$ cat config.mk
export PLATFORM = sky130hd
export DESIGN_NAME = sramc_top
export DESIGN_NICKNAME = d
export VERILOG_FILES = /design/src/rtl/sramc_pkg.sv /design/src/rtl/sramc_seq.sv /design/src/rtl/sramc_pins.sv /design/src/rtl/sramc_rdcap.sv /design/src/rtl/sramc_top.sv
export SDC_FILE = /design/constraint.sdc
export NUM_CORES = 1
export LEC_CHECK = 0
export ABC_CLOCK_PERIOD_IN_PS = 2000
export BUFFER_PORTS_ARGS = -buffer_cell sky130_fd_sc_hd__buf_2
export CORE_UTILIZATION = 25
export DETAILED_ROUTE_END_ITERATION = 8
export GPL_TIMING_DRIVEN = 0
export SLEW_MARGIN = 20
export SYNTH_ARGS = -nofsm -noshare
export SYNTH_HDL_FRONTEND = slang
export SYNTH_HIERARCHICAL = 1
export SYNTH_SLANG_ARGS = --single-unit
$ cat constraint.sdc
create_clock -name clk -period 2 [get_ports clk]
set_input_delay 0.2 -clock clk [delete_from_list [all_inputs] [get_ports clk]]
set_output_delay 0.2 -clock clk [all_outputs]
set_load 0.05 [all_outputs]
$ cat src/rtl/sramc_pkg.sv
package sramc_pkg;
  typedef enum logic [2:0] {
    ST_IDLE = 3'd0,
    ST_RD   = 3'd1,
    ST_RGAP = 3'd2,
    ST_WZ   = 3'd3,
    ST_WD   = 3'd4,
    ST_WH   = 3'd5
  } st_e;

  localparam int ADDR_W = 16;
  localparam int DATA_W = 24;

  typedef struct packed {
    logic [ADDR_W-1:0] addr;
    logic [DATA_W-1:0] wdata;
    logic              wr;
    logic              vec;
  } req_t;
endpackage

$ cat src/rtl/sramc_seq.sv
module sramc_seq
  import sramc_pkg::*;
#(
  parameter int READ_CYC     = 2,
  parameter int WR_PULSE_CYC = 1,
  parameter int TURN_CYC     = 1
) (
  input  logic clk,
  input  logic rst_n,
  input  logic req_valid,
  input  logic req_write,
  output logic req_ready,
  output logic accept,
  output st_e  st_nxt,
  output logic rd_last
);
  localparam int MAXC = (READ_CYC > WR_PULSE_CYC) ?
                        ((READ_CYC > TURN_CYC) ? READ_CYC : TURN_CYC) :
                        ((WR_PULSE_CYC > TURN_CYC) ? WR_PULSE_CYC : TURN_CYC);
  localparam int CW = (MAXC < 2) ? 1 : $clog2(MAXC);
  localparam logic [CW-1:0] RD_END = CW'(READ_CYC - 1);
  localparam logic [CW-1:0] WP_END = CW'(WR_PULSE_CYC - 1);
  localparam logic [CW-1:0] TN_END = CW'(TURN_CYC - 1);

  st_e st;
  logic [CW-1:0] cnt, cnt_nxt;

  assign req_ready = (st == ST_IDLE);
  assign accept    = req_valid && req_ready;
  assign rd_last   = (st == ST_RD) && (cnt == RD_END);

  always_comb begin
    st_nxt  = st;
    cnt_nxt = cnt + 1'b1;
    case (st)
      ST_IDLE: begin
        cnt_nxt = '0;
        if (accept) st_nxt = req_write ? ST_WZ : ST_RD;
      end
      ST_RD:   if (cnt == RD_END) begin st_nxt = ST_RGAP; cnt_nxt = '0; end
      ST_RGAP: if (cnt == TN_END) begin st_nxt = ST_IDLE; cnt_nxt = '0; end
      ST_WZ:   if (cnt == TN_END) begin st_nxt = ST_WD;   cnt_nxt = '0; end
      ST_WD:   if (cnt == WP_END) begin st_nxt = ST_WH;   cnt_nxt = '0; end
      ST_WH:   begin st_nxt = ST_IDLE; cnt_nxt = '0; end
      default: begin st_nxt = ST_IDLE; cnt_nxt = '0; end
    endcase
  end

  always_ff @(posedge clk) begin
    if (!rst_n) begin
      st  <= ST_IDLE;
      cnt <= '0;
    end else begin
      st  <= st_nxt;
      cnt <= cnt_nxt;
    end
  end


  busy_after_accept_chk: assert property (@(posedge clk) disable iff (!rst_n)
    accept |=> !req_ready);
endmodule

$ cat src/rtl/sramc_pins.sv
module sramc_pins
  import sramc_pkg::*;
(
  input  logic              clk,
  input  logic              rst_n,
  input  logic              accept,
  input  req_t              req,
  input  st_e               st_nxt,
  output logic [ADDR_W-1:0] mem_addr,
  output logic              mem_ce_n,
  output logic              mem_ce,
  output logic              mem_oe_n,
  output logic              mem_we_n,
  output logic              mem_vsel,
  output logic              mem_xy,
  output logic [DATA_W-1:0] mem_dq_o,
  output logic              mem_dq_oe
);
  localparam int LOW_W = ADDR_W - 1;

  req_t lat, cur;
  logic sel_nxt, oe_nxt, we_nxt, drv_nxt;

  assign cur     = accept ? req : lat;
  assign sel_nxt = (st_nxt != ST_IDLE) && (st_nxt != ST_RGAP);
  assign oe_nxt  = (st_nxt == ST_RD);
  assign we_nxt  = (st_nxt == ST_WZ) || (st_nxt == ST_WD);
  assign drv_nxt = (st_nxt == ST_WD) || (st_nxt == ST_WH);

  always_ff @(posedge clk) begin
    if (!rst_n) begin
      lat       <= '0;
      mem_addr  <= '0;
      mem_ce_n  <= 1'b1;
      mem_ce    <= 1'b0;
      mem_oe_n  <= 1'b1;
      mem_we_n  <= 1'b1;
      mem_vsel  <= 1'b0;
      mem_xy    <= 1'b0;
      mem_dq_o  <= '0;
      mem_dq_oe <= 1'b0;
    end else begin
      if (accept) lat <= req;
      mem_addr  <= {cur.vec ? 1'b0 : cur.addr[ADDR_W-1], cur.addr[LOW_W-1:0]};
      mem_vsel  <= cur.vec;
      mem_xy    <= cur.vec & cur.addr[ADDR_W-1];
      mem_ce_n  <= !sel_nxt;
      mem_ce    <= sel_nxt;
      mem_oe_n  <= !oe_nxt;
      mem_we_n  <= !we_nxt;
      mem_dq_o  <= cur.wdata;
      mem_dq_oe <= drv_nxt;
    end
  end


  strobe_sel_chk: assert property (@(posedge clk) disable iff (!rst_n)
    (!mem_oe_n || !mem_we_n) |-> (!mem_ce_n && mem_ce));

  oe_we_excl_chk: assert property (@(posedge clk) disable iff (!rst_n)
    !(!mem_oe_n && !mem_we_n));

  drv_vs_oe_chk: assert property (@(posedge clk) disable iff (!rst_n)
    mem_dq_oe |-> mem_oe_n);

  turn_gap_chk: assert property (@(posedge clk) disable iff (!rst_n)
    $past(!mem_oe_n) |-> !mem_dq_oe);

  drv_late_chk: assert property (@(posedge clk) disable iff (!rst_n)
    $rose(mem_dq_oe) |-> (!mem_we_n && $past(!mem_we_n)));

  drv_hold_chk: assert property (@(posedge clk) disable iff (!rst_n)
    $fell(mem_dq_oe) |-> $past(mem_we_n));

  read_release_chk: assert property (@(posedge clk) disable iff (!rst_n)
    $rose(mem_oe_n) |-> mem_ce_n);
endmodule

$ cat src/rtl/sramc_rdcap.sv
module sramc_rdcap
  import sramc_pkg::*;
(
  input  logic              clk,
  input  logic              rst_n,
  input  logic              rd_last,
  input  logic [DATA_W-1:0] dq_i,
  output logic              rsp_valid,
  output logic [DATA_W-1:0] rsp_data
);
  always_ff @(posedge clk) begin
    if (!rst_n) begin
      rsp_valid <= 1'b0;
      rsp_data  <= '0;
    end else begin
      rsp_valid <= rd_last;
      if (rd_last) rsp_data <= dq_i;
    end
  end


  rsp_pulse_chk: assert property (@(posedge clk) disable iff (!rst_n)
    rsp_valid |=> !rsp_valid);
endmodule

$ cat src/rtl/sramc_top.sv
module sramc_top
  import sramc_pkg::*;
#(
  parameter int READ_CYC     = 2,
  parameter int WR_PULSE_CYC = 1,
  parameter int TURN_CYC     = 1
) (
  input  logic        clk,
  input  logic        rst_n,
  input  logic        req_valid,
  output logic        req_ready,
  input  logic        req_write,
  input  logic [15:0] req_addr,
  input  logic [23:0] req_wdata,
  input  logic        req_vec,
  output logic        rsp_valid,
  output logic [23:0] rsp_data,
  output logic [15:0] mem_addr,
  output logic        mem_ce_n,
  output logic        mem_ce,
  output logic        mem_oe_n,
  output logic        mem_we_n,
  output logic        mem_vsel,
  output logic        mem_xy,
  output logic [23:0] mem_dq_o,
  output logic        mem_dq_oe,
  input  logic [23:0] mem_dq_i
);
  logic accept, rd_last;
  st_e  st_nxt;
  req_t req;

  assign req = '{addr: req_addr, wdata: req_wdata, wr: req_write, vec: req_vec};

  sramc_seq #(
    .READ_CYC(READ_CYC), .WR_PULSE_CYC(WR_PULSE_CYC), .TURN_CYC(TURN_CYC)
  ) u_seq (
    .clk(clk), .rst_n(rst_n), .req_valid(req_valid), .req_write(req_write),
    .req_ready(req_ready), .accept(accept), .st_nxt(st_nxt), .rd_last(rd_last)
  );

  sramc_pins u_pins (
    .clk(clk), .rst_n(rst_n), .accept(accept), .req(req), .st_nxt(st_nxt),
    .mem_addr(mem_addr), .mem_ce_n(mem_ce_n), .mem_ce(mem_ce),
    .mem_oe_n(mem_oe_n), .mem_we_n(mem_we_n), .mem_vsel(mem_vsel),
    .mem_xy(mem_xy), .mem_dq_o(mem_dq_o), .mem_dq_oe(mem_dq_oe)
  );

  sramc_rdcap u_cap (
    .clk(clk), .rst_n(rst_n), .rd_last(rd_last), .dq_i(mem_dq_i),
    .rsp_valid(rsp_valid), .rsp_data(rsp_data)
  );
endmodule

==> impl_results.md, run 1 <==
* Share of cells above drive strength 1 at between 40% and 50%
* Placed instance area at about 0.0042 mm²
* Worst Clk Skew at about 0.0034 ns
* CP max-delay cell: dfxtp_1
* Min Tclk post-route at 1.60 ns
* Psw at between 1 and 1.5 mW
* CP cell instances: nor2b_1 > nor3b_1 > buf_6 > buf_12 > mux2i_1 > nor2b_1
* Hold Startpoint: mem_dq_i[21]
* Sequential share of the synthesized area at a little under half
* Area of the multi-input gates at 0.00129 mm²
* Drt wl/cell at 10.8 µm
* FF+latch area at between 0.0015 and 0.002 mm²
* Logic pwr share at about 20%
* Post-route design area at approximately 0.0046 mm²
* Postcts setup bufs at 0
* GPL Wtd Cong at roughly 0.73
* Util after Layout at between 30 and 40%
* Via count at approximately 2400
* Period Utilization, post-route at 80.1%
* Most used DFF post-synth: dfxtp_1
* Setup_tns at 0 ns
* Int Pwr at approximately 3.2 mW
* Worst min path class: in -> reg
* Post-CTS sizing at 0
* Detailed Route WL at between 6 and 7 mm
* Final Hold Slack at 0.122 ns
* RSZ-0062 raised after global routing: false
* Core ar. at 0.0128 mm²
* Final Hold Viols at 0
* Wire length of the first global-routing pass at around 10 mm
* Initial core utilization at between 20 and 30%
* Die Width at between 100 and 150 µm
* Synth Warn # at 6
* Critical path origin: u_seq/st[0]
* Die Ht at 117 µm
* Drt initial violations at 38
* PwrDens at between 900 and 1000 mW/mm²
* Peak VDD IR at about 380 µV
* Final setup viols at 0
* Std-Cell Rows at 41
* Async SR Flop Fraction at 0%
* Number of vias per cell at just under 4
* Slew @ Worst Pin at 0.444 ns
* IO buf count at ~140
* Number of nets in the layout at ~520
* Clk slew on worst S/H paths at roughly 0.060 ns
* Global Route Usage Sum at about 10%
* Clock sink count at between 70 and 80
* DRC viols at 0
* Syn Area/Cell at between 10 and 15 µm²
* CP dominant cell by count: nor2b_1
* Largest net degree at the start of global routing at 15
* Worst-Skew Late Latency at approximately 0.33 ns
* Vias in the first global route at ~2200
* Max Buffers Root-to-Sink at 2
* Leakage at between 2 and 2.5 nW
* Clock network power share at 42.2%
* Slew Limit Headroom at 70.4%
* Worst Path Arrival at between 1.5 and 2 ns
* Clock tree root driver cell: clkbuf_16
* Sw Share at 26.7%
* Commonest non-fill, non-tap cell in the layout: buf_2
* Post-synth EDFFs at 0
* Boundary pin count at 142
* Flip-flop and latch count after synthesis at slightly below 80
* Area grow syn2layout at 38.3%
* Gr ovfl total at 0
* H-tree depth at 3
* Sequential Power Share at 37.9%
* Max Fclk at roughly 620 MHz
* Setup CP Type: reg -> reg
* Syn Nets at ~370
* Hold Buf Count CTS at 0
* Critical path peak fanout at 10
* Mapped Area at around 0.0033 mm²
* Worst setup EP type: flip-flop
* TritonCTS clock tree: yes
* Number of fill cells in the layout at roughly 1300
* CP required at between 2 and 2.5 ns
* Critical Path Start Type: flip-flop
* Initial antenna violation count at 0
* Status: complete, no violations
* Most frequent cells in the layout: buf_2, dfxtp_1, nor2b_1
* CTS Buf Count at 9
* Reg2Reg Launch Point: u_seq/st[0]
* Post-Synthesis Cells at between 200 and 300
* Die ar. at around 0.014 mm²
* Max Slew Vio Count at 0
* Max_cap viols at 0
* Post-route ant nets at 0
* Post-synth cell types at 29
* Diodes inserted at 0
* First-pass DRT Iterations at 4
* HPWL Detailed at just over 5 mm
* Crit path largest cell delay at around 0.44 ns
synthesized netlist by cell type (2+ instances only):
cell type	count	area share, %
buf_6	2	0.68
and2_1	3	0.57
buf_4	39	8.9
nand2b_1	2	0.38
inv_1	3	0.34
clkbuf_1	4	0.45
buf_2	3	0.45
buf_12	6	3.6
dfxtp_1	77	47
a21boi_1	2	0.45
nor2_1	2	0.23
a2bb2oi_1	2	0.53
mux2i_1	64	19
nand2_1	4	0.45
nor2b_1	70	13
nand3b_1	2	0.45
through the flow:
| stage | setup WS, ns | cells | total power, mW |
|---|---|---|---|
| after global routing | 0.268 | 627 | 4.64 |
| after floorplan | 0.0693 | 298 | 2.39 |
| after global placement | 0.428 | 611 | 2.59 |
| final | 0.397 | 627 | 4.42 |
| after detailed placement | 0.400 | 611 | 2.60 |
| after CTS | 0.380 | 627 | 4.51 |
cell families after synthesis:
logic type / synth area share [%]
AND/OR/NAND/NOR: 17.0
buffers and inverters: 14.4
flip-flops: 46.6
AO/OA/AOI/OAI: 2.65
multiplexers: 19.4
path summary, 6_finish.rpt:
| kind | slack (ns) | cells past startpoint | to |
|---|---|---|---|
| worst max-delay path | 0.40 | 6 | u_cap/rsp_data[5] |
| worst min-delay path | 0.12 | 3 | u_cap/rsp_data[21] |
| worst max register to register | 0.40 | 6 | u_cap/rsp_data[5] |
| worst min register to register | 0.50 | 1 | u_pins/mem_addr[15] |
registers in the layout (all words and copies together) (netlist names):
register	cells
u_pins/mem_xy	1
u_pins/mem_dq_oe	1
u_pins/lat	27
u_pins/mem_oe_n	1
u_pins/mem_we_n	1
u_seq/cnt	1
u_cap/rsp_data	24
u_seq/st	3
u_pins/mem_ce	1
u_pins/mem_ce_n	1
u_pins/mem_addr	15
u_cap/rsp_valid	1
routing by layer:
layer,track usage [%],vias up,part of all wire (%)
li1,-,1248,-
met1,11.6,1105,45
met2,15.8,74,47
met3,4.27,10,5.8
met4,4.64,0,1.8
met5,0,-,0
power by group through the flow:
| stage | registers, mW | clock network (mW) | logic (mW) |
|---|---|---|---|
| floorplan | 1.77 | 0 | 0.620 |
| global placement | 1.70 | 0 | 0.883 |
| detailed placement | 1.71 | 0 | 0.892 |
| CTS | 1.67 | 1.94 | 0.894 |
| global route | 1.68 | 2.01 | 0.942 |
| finish | 1.67 | 1.86 | 0.879 |
critical path: cells and delay by family (launching register included):
kind / cells / cell delay [ns]
AND/OR/NAND/NOR: 3 / 0.49
buffers and inverters: 2 / 0.35
multiplexers: 1 / 0.20
flip-flops: 1 / 0.44
layout make-up:
cell class | count | area share [%]
plain buffers | 54 | 10.2
inverters | 3 | 0.246
flip-flops and latches | 77 | 33.7
multi-input cells | 164 | 28.3
well taps | 172 | 4.70
clock buffers | 12 | 5.39
repair buffers | 141 | 15.4
clock inverters | 4 | 2.08
Note: power is estimated with default switching activity, not from simulation.
==> run 2: changes to the inputs <==
- ABC_CLOCK_PERIOD_IN_PS: 2000 -> 1400
- clock period: 2 -> 1.4 ns (I/O delays scaled with it)
==> run 2 against run 1 <==
Net effect:
- the flow now finishes with violations (setup timing)
- global-route usage rose by 0.27 points
- total power grew 38%
- design area is 3.7% higher
- non-clock buffer count increased by 8
- fmax rose by 14%
- sequential cell count is the same
- die area is the same
- sequential power grew 44%
- sequential share of layout area fell by 1.0 points
- worst setup slack got worse by 0.41 ns
- highest routed layer unchanged
==> impl_results.md, run 2 (synthesis gave the netlist of run 1 again) <==
* Top reg by flops: u_pins/lat
* Drt wl/cell at 11.2 µm (+3.9%)
* PwrDens at 1280 mW/mm² (+33%)
* Max Fclk at 710 MHz (+14%)
* HPWL Detailed at 5.13 mm (+0.43%)
* Worst min path class: in -> reg
* CP dominant cell by count: clkbuf_16
* Initial core utilization at 25.9% (unchanged)
* Number of fill cells in the layout at 1290 (-2.2%)
* Clock sink count at 77 (unchanged)
* Die Ht at 117 µm (unchanged)
* Largest registers: u_pins/lat x27, u_cap/rsp_data x24, u_pins/mem_addr x15
* Post-route design area at 0.00474 mm² (+3.7%)
* Wire length of the first global-routing pass at 10.3 mm (+2.7%)
* Worst setup EP type: flip-flop
* Crit path largest cell delay at 0.37 ns (-0.07 ns)
* Leakage at 2.19 nW (+3.2%)
* Worst-Skew Late Latency at 0.33 ns (about the same)
* Post-route ant nets at 0 (unchanged)
* Pwr Total at 6.09 mW (+38%)
* Critical Path Start Type: flip-flop
* Final Hold Slack at 0.0642 ns (-0.0583 ns)
* CP required at 1.63 ns (-0.59 ns)
* Placed instance area at 0.00424 mm² (+0.21%)
* Core ar. at 0.0128 mm² (unchanged)
* IO buf count at 141 (unchanged)
* Global Route Usage Sum at 10.2% (+0.27 points)
* TritonCTS clock tree: yes
* Gr ovfl total at 0 (unchanged)
* Die ar. at 0.0137 mm² (unchanged)
* Max Buffers Root-to-Sink at 2 (unchanged)
* Slew Limit Headroom at 70.6% (+0.21 points)
* Min Tclk post-route at 1.41 ns (-0.194 ns)
* Area grow syn2layout at 43.4%
* Max_cap viols at 0 (unchanged)
* CTS Buf Count at 9 (unchanged)
* Clock tree root driver cell: clkbuf_16
* Number of nets in the layout at 527 (+1.5%)
* Area of the multi-input gates at 0.00134 mm² (+3.4%)
* CP max-delay cell: dfxtp_4
* Commonest non-fill, non-tap cell in the layout: buf_2
* Die Width at 117 µm (unchanged)
* Hold Buf Count CTS at 0 (unchanged)
* Final worst slack at -0.00838 ns (-0.406 ns)
* Status: finished with violations
* Worst Path Arrival at 1.63 ns (-0.19 ns)
* Failing checks: setup timing
* Boundary pin count at 142 (unchanged)
* Setup_tns at -0.0172 ns (-0.0172 ns)
* Vias in the first global route at 2191 (-0.091%)
* Max FFs per register at 27 (unchanged)
* Setup CP Type: reg -> reg
* Share of cells above drive strength 1 at 49.4% (+3.4 points)
* Most frequent cells in the layout: buf_2, dfxtp_1, nor2b_1
* Final Hold Viols at 0 (unchanged)
* Largest net degree at the start of global routing at 15 (unchanged)
* First-pass DRT Iterations at 4 (unchanged)
* Critical path peak fanout at 8 (-2)
* FF+latch area at 0.00155 mm² (+0.57%)
* H-tree depth at 3 (unchanged)
* Period Utilization, post-route at 101% (+20 points)
* DRC viols at 0 (unchanged)
* Final setup viols at 3 (+3)
* GPL Wtd Cong at 0.716 (-2.3%)
* Clk slew on worst S/H paths at 0.06 ns (about the same)
* Max Slew Vio Count at 0 (unchanged)
* Peak VDD IR at 521 µV (+38%)
* Drt initial violations at 81 (+110%)
* Via count at 2470 (+1.4%)
* RSZ-0062 raised after global routing: true
* Slew @ Worst Pin at 0.441 ns (-0.00310 ns)
* Std-Cell Rows at 41 (unchanged)
* Detailed Route WL at 7.10 mm (+5.1%)
* Diodes inserted at 0 (unchanged)
* Number of vias per cell at 3.90 (+0.24%)
* CP cell instances: nor3_4 > and2_4 > clkbuf_16 > clkbuf_16 > mux2i_1 > nor2b_1
* Initial antenna violation count at 0 (unchanged)
* Worst Clk Skew at 0.00565 ns (+0.00226 ns)
## run 2: cell count changes in the layout (fill, tap and decap cells not counted), moves of 2 or more
| cell | delta |
|---|---|
| buf_12 | +2 |
| buf_4 | +3 |
| bufinv_16 | -2 |
| clkbuf_1 | -2 |
| clkbuf_16 | +4 |
| dfxtp_1 | -3 |
| dfxtp_4 | +2 |
## run 2: worst max-delay path, delay by kind of cell (launching register included)
family                 cells  cell delay (ns)
and+or+nand+nor            3             0.44
buffers and inverters      2             0.29
DFF                        1             0.37
muxes                      1             0.19
## run 2: path summary, 6_finish.rpt
check | startpoint | to | slack [ns] | cells past startpoint
worst max-delay path | u_seq/st[0] | u_pins/mem_addr[2] | -0.008 | 6
worst min-delay path | req_addr[9] | u_pins/mem_addr[9] | 0.06 | 3
worst max register to register | u_seq/st[0] | u_pins/mem_addr[2] | -0.008 | 6
worst min register to register | u_pins/lat[0] | u_pins/mem_addr[15] | 0.51 | 1
## run 2: layout make-up
class | count | area share (%)
inverters | 3 | 0.237
plain buffers | 54 | 9.99
repair buffers | 149 | 18.0
flip-flops and latches | 77 | 32.7
clock inverters | 4 | 1.00
clock buffers | 11 | 5.33
well taps | 172 | 4.54
multi-input cells | 164 | 28.2
## run 2: power by group
part | leakage [nW] | switching (mW) | internal, mW
Clock | 0.147 | 0.851 | 1.46
Sequential | 0.631 | 0.0729 | 2.32
Combinational | 1.41 | 0.775 | 0.613
Total | 2.19 | 1.70 | 4.39
## run 2: per-stage QoR
step	setup WS, ns	cells	utilization (%)
floorplan	-0.289	298	-
global placement	-0.110	611	33.2
detailed placement	-0.145	611	33.2
CTS	-0.0120	629	36.0
global route	-0.114	634	37.1
finish	-0.00838	634	37.1
## run 2: timing repair
item                       in CTS  in global routing
buffers inserted                3                  1
setup endpoints to repair      58                 66
cloned                          0                  4
pin swaps                       0                  3
resized for setup               7                  9
## run 2: routing by layer
metal | part of all wire [%] | routed length (µm) | up-vias | global-route usage [%]
met1 | 46 | 3260 | 1112 | 12.2
met3 | 7.0 | 496 | 12 | 3.91
li1 | - | - | 1263 | -
met2 | 45 | 3200 | 83 | 15.4
met4 | 2.1 | 150 | 0 | 6.58
met5 | 0 | 0 | - | 0
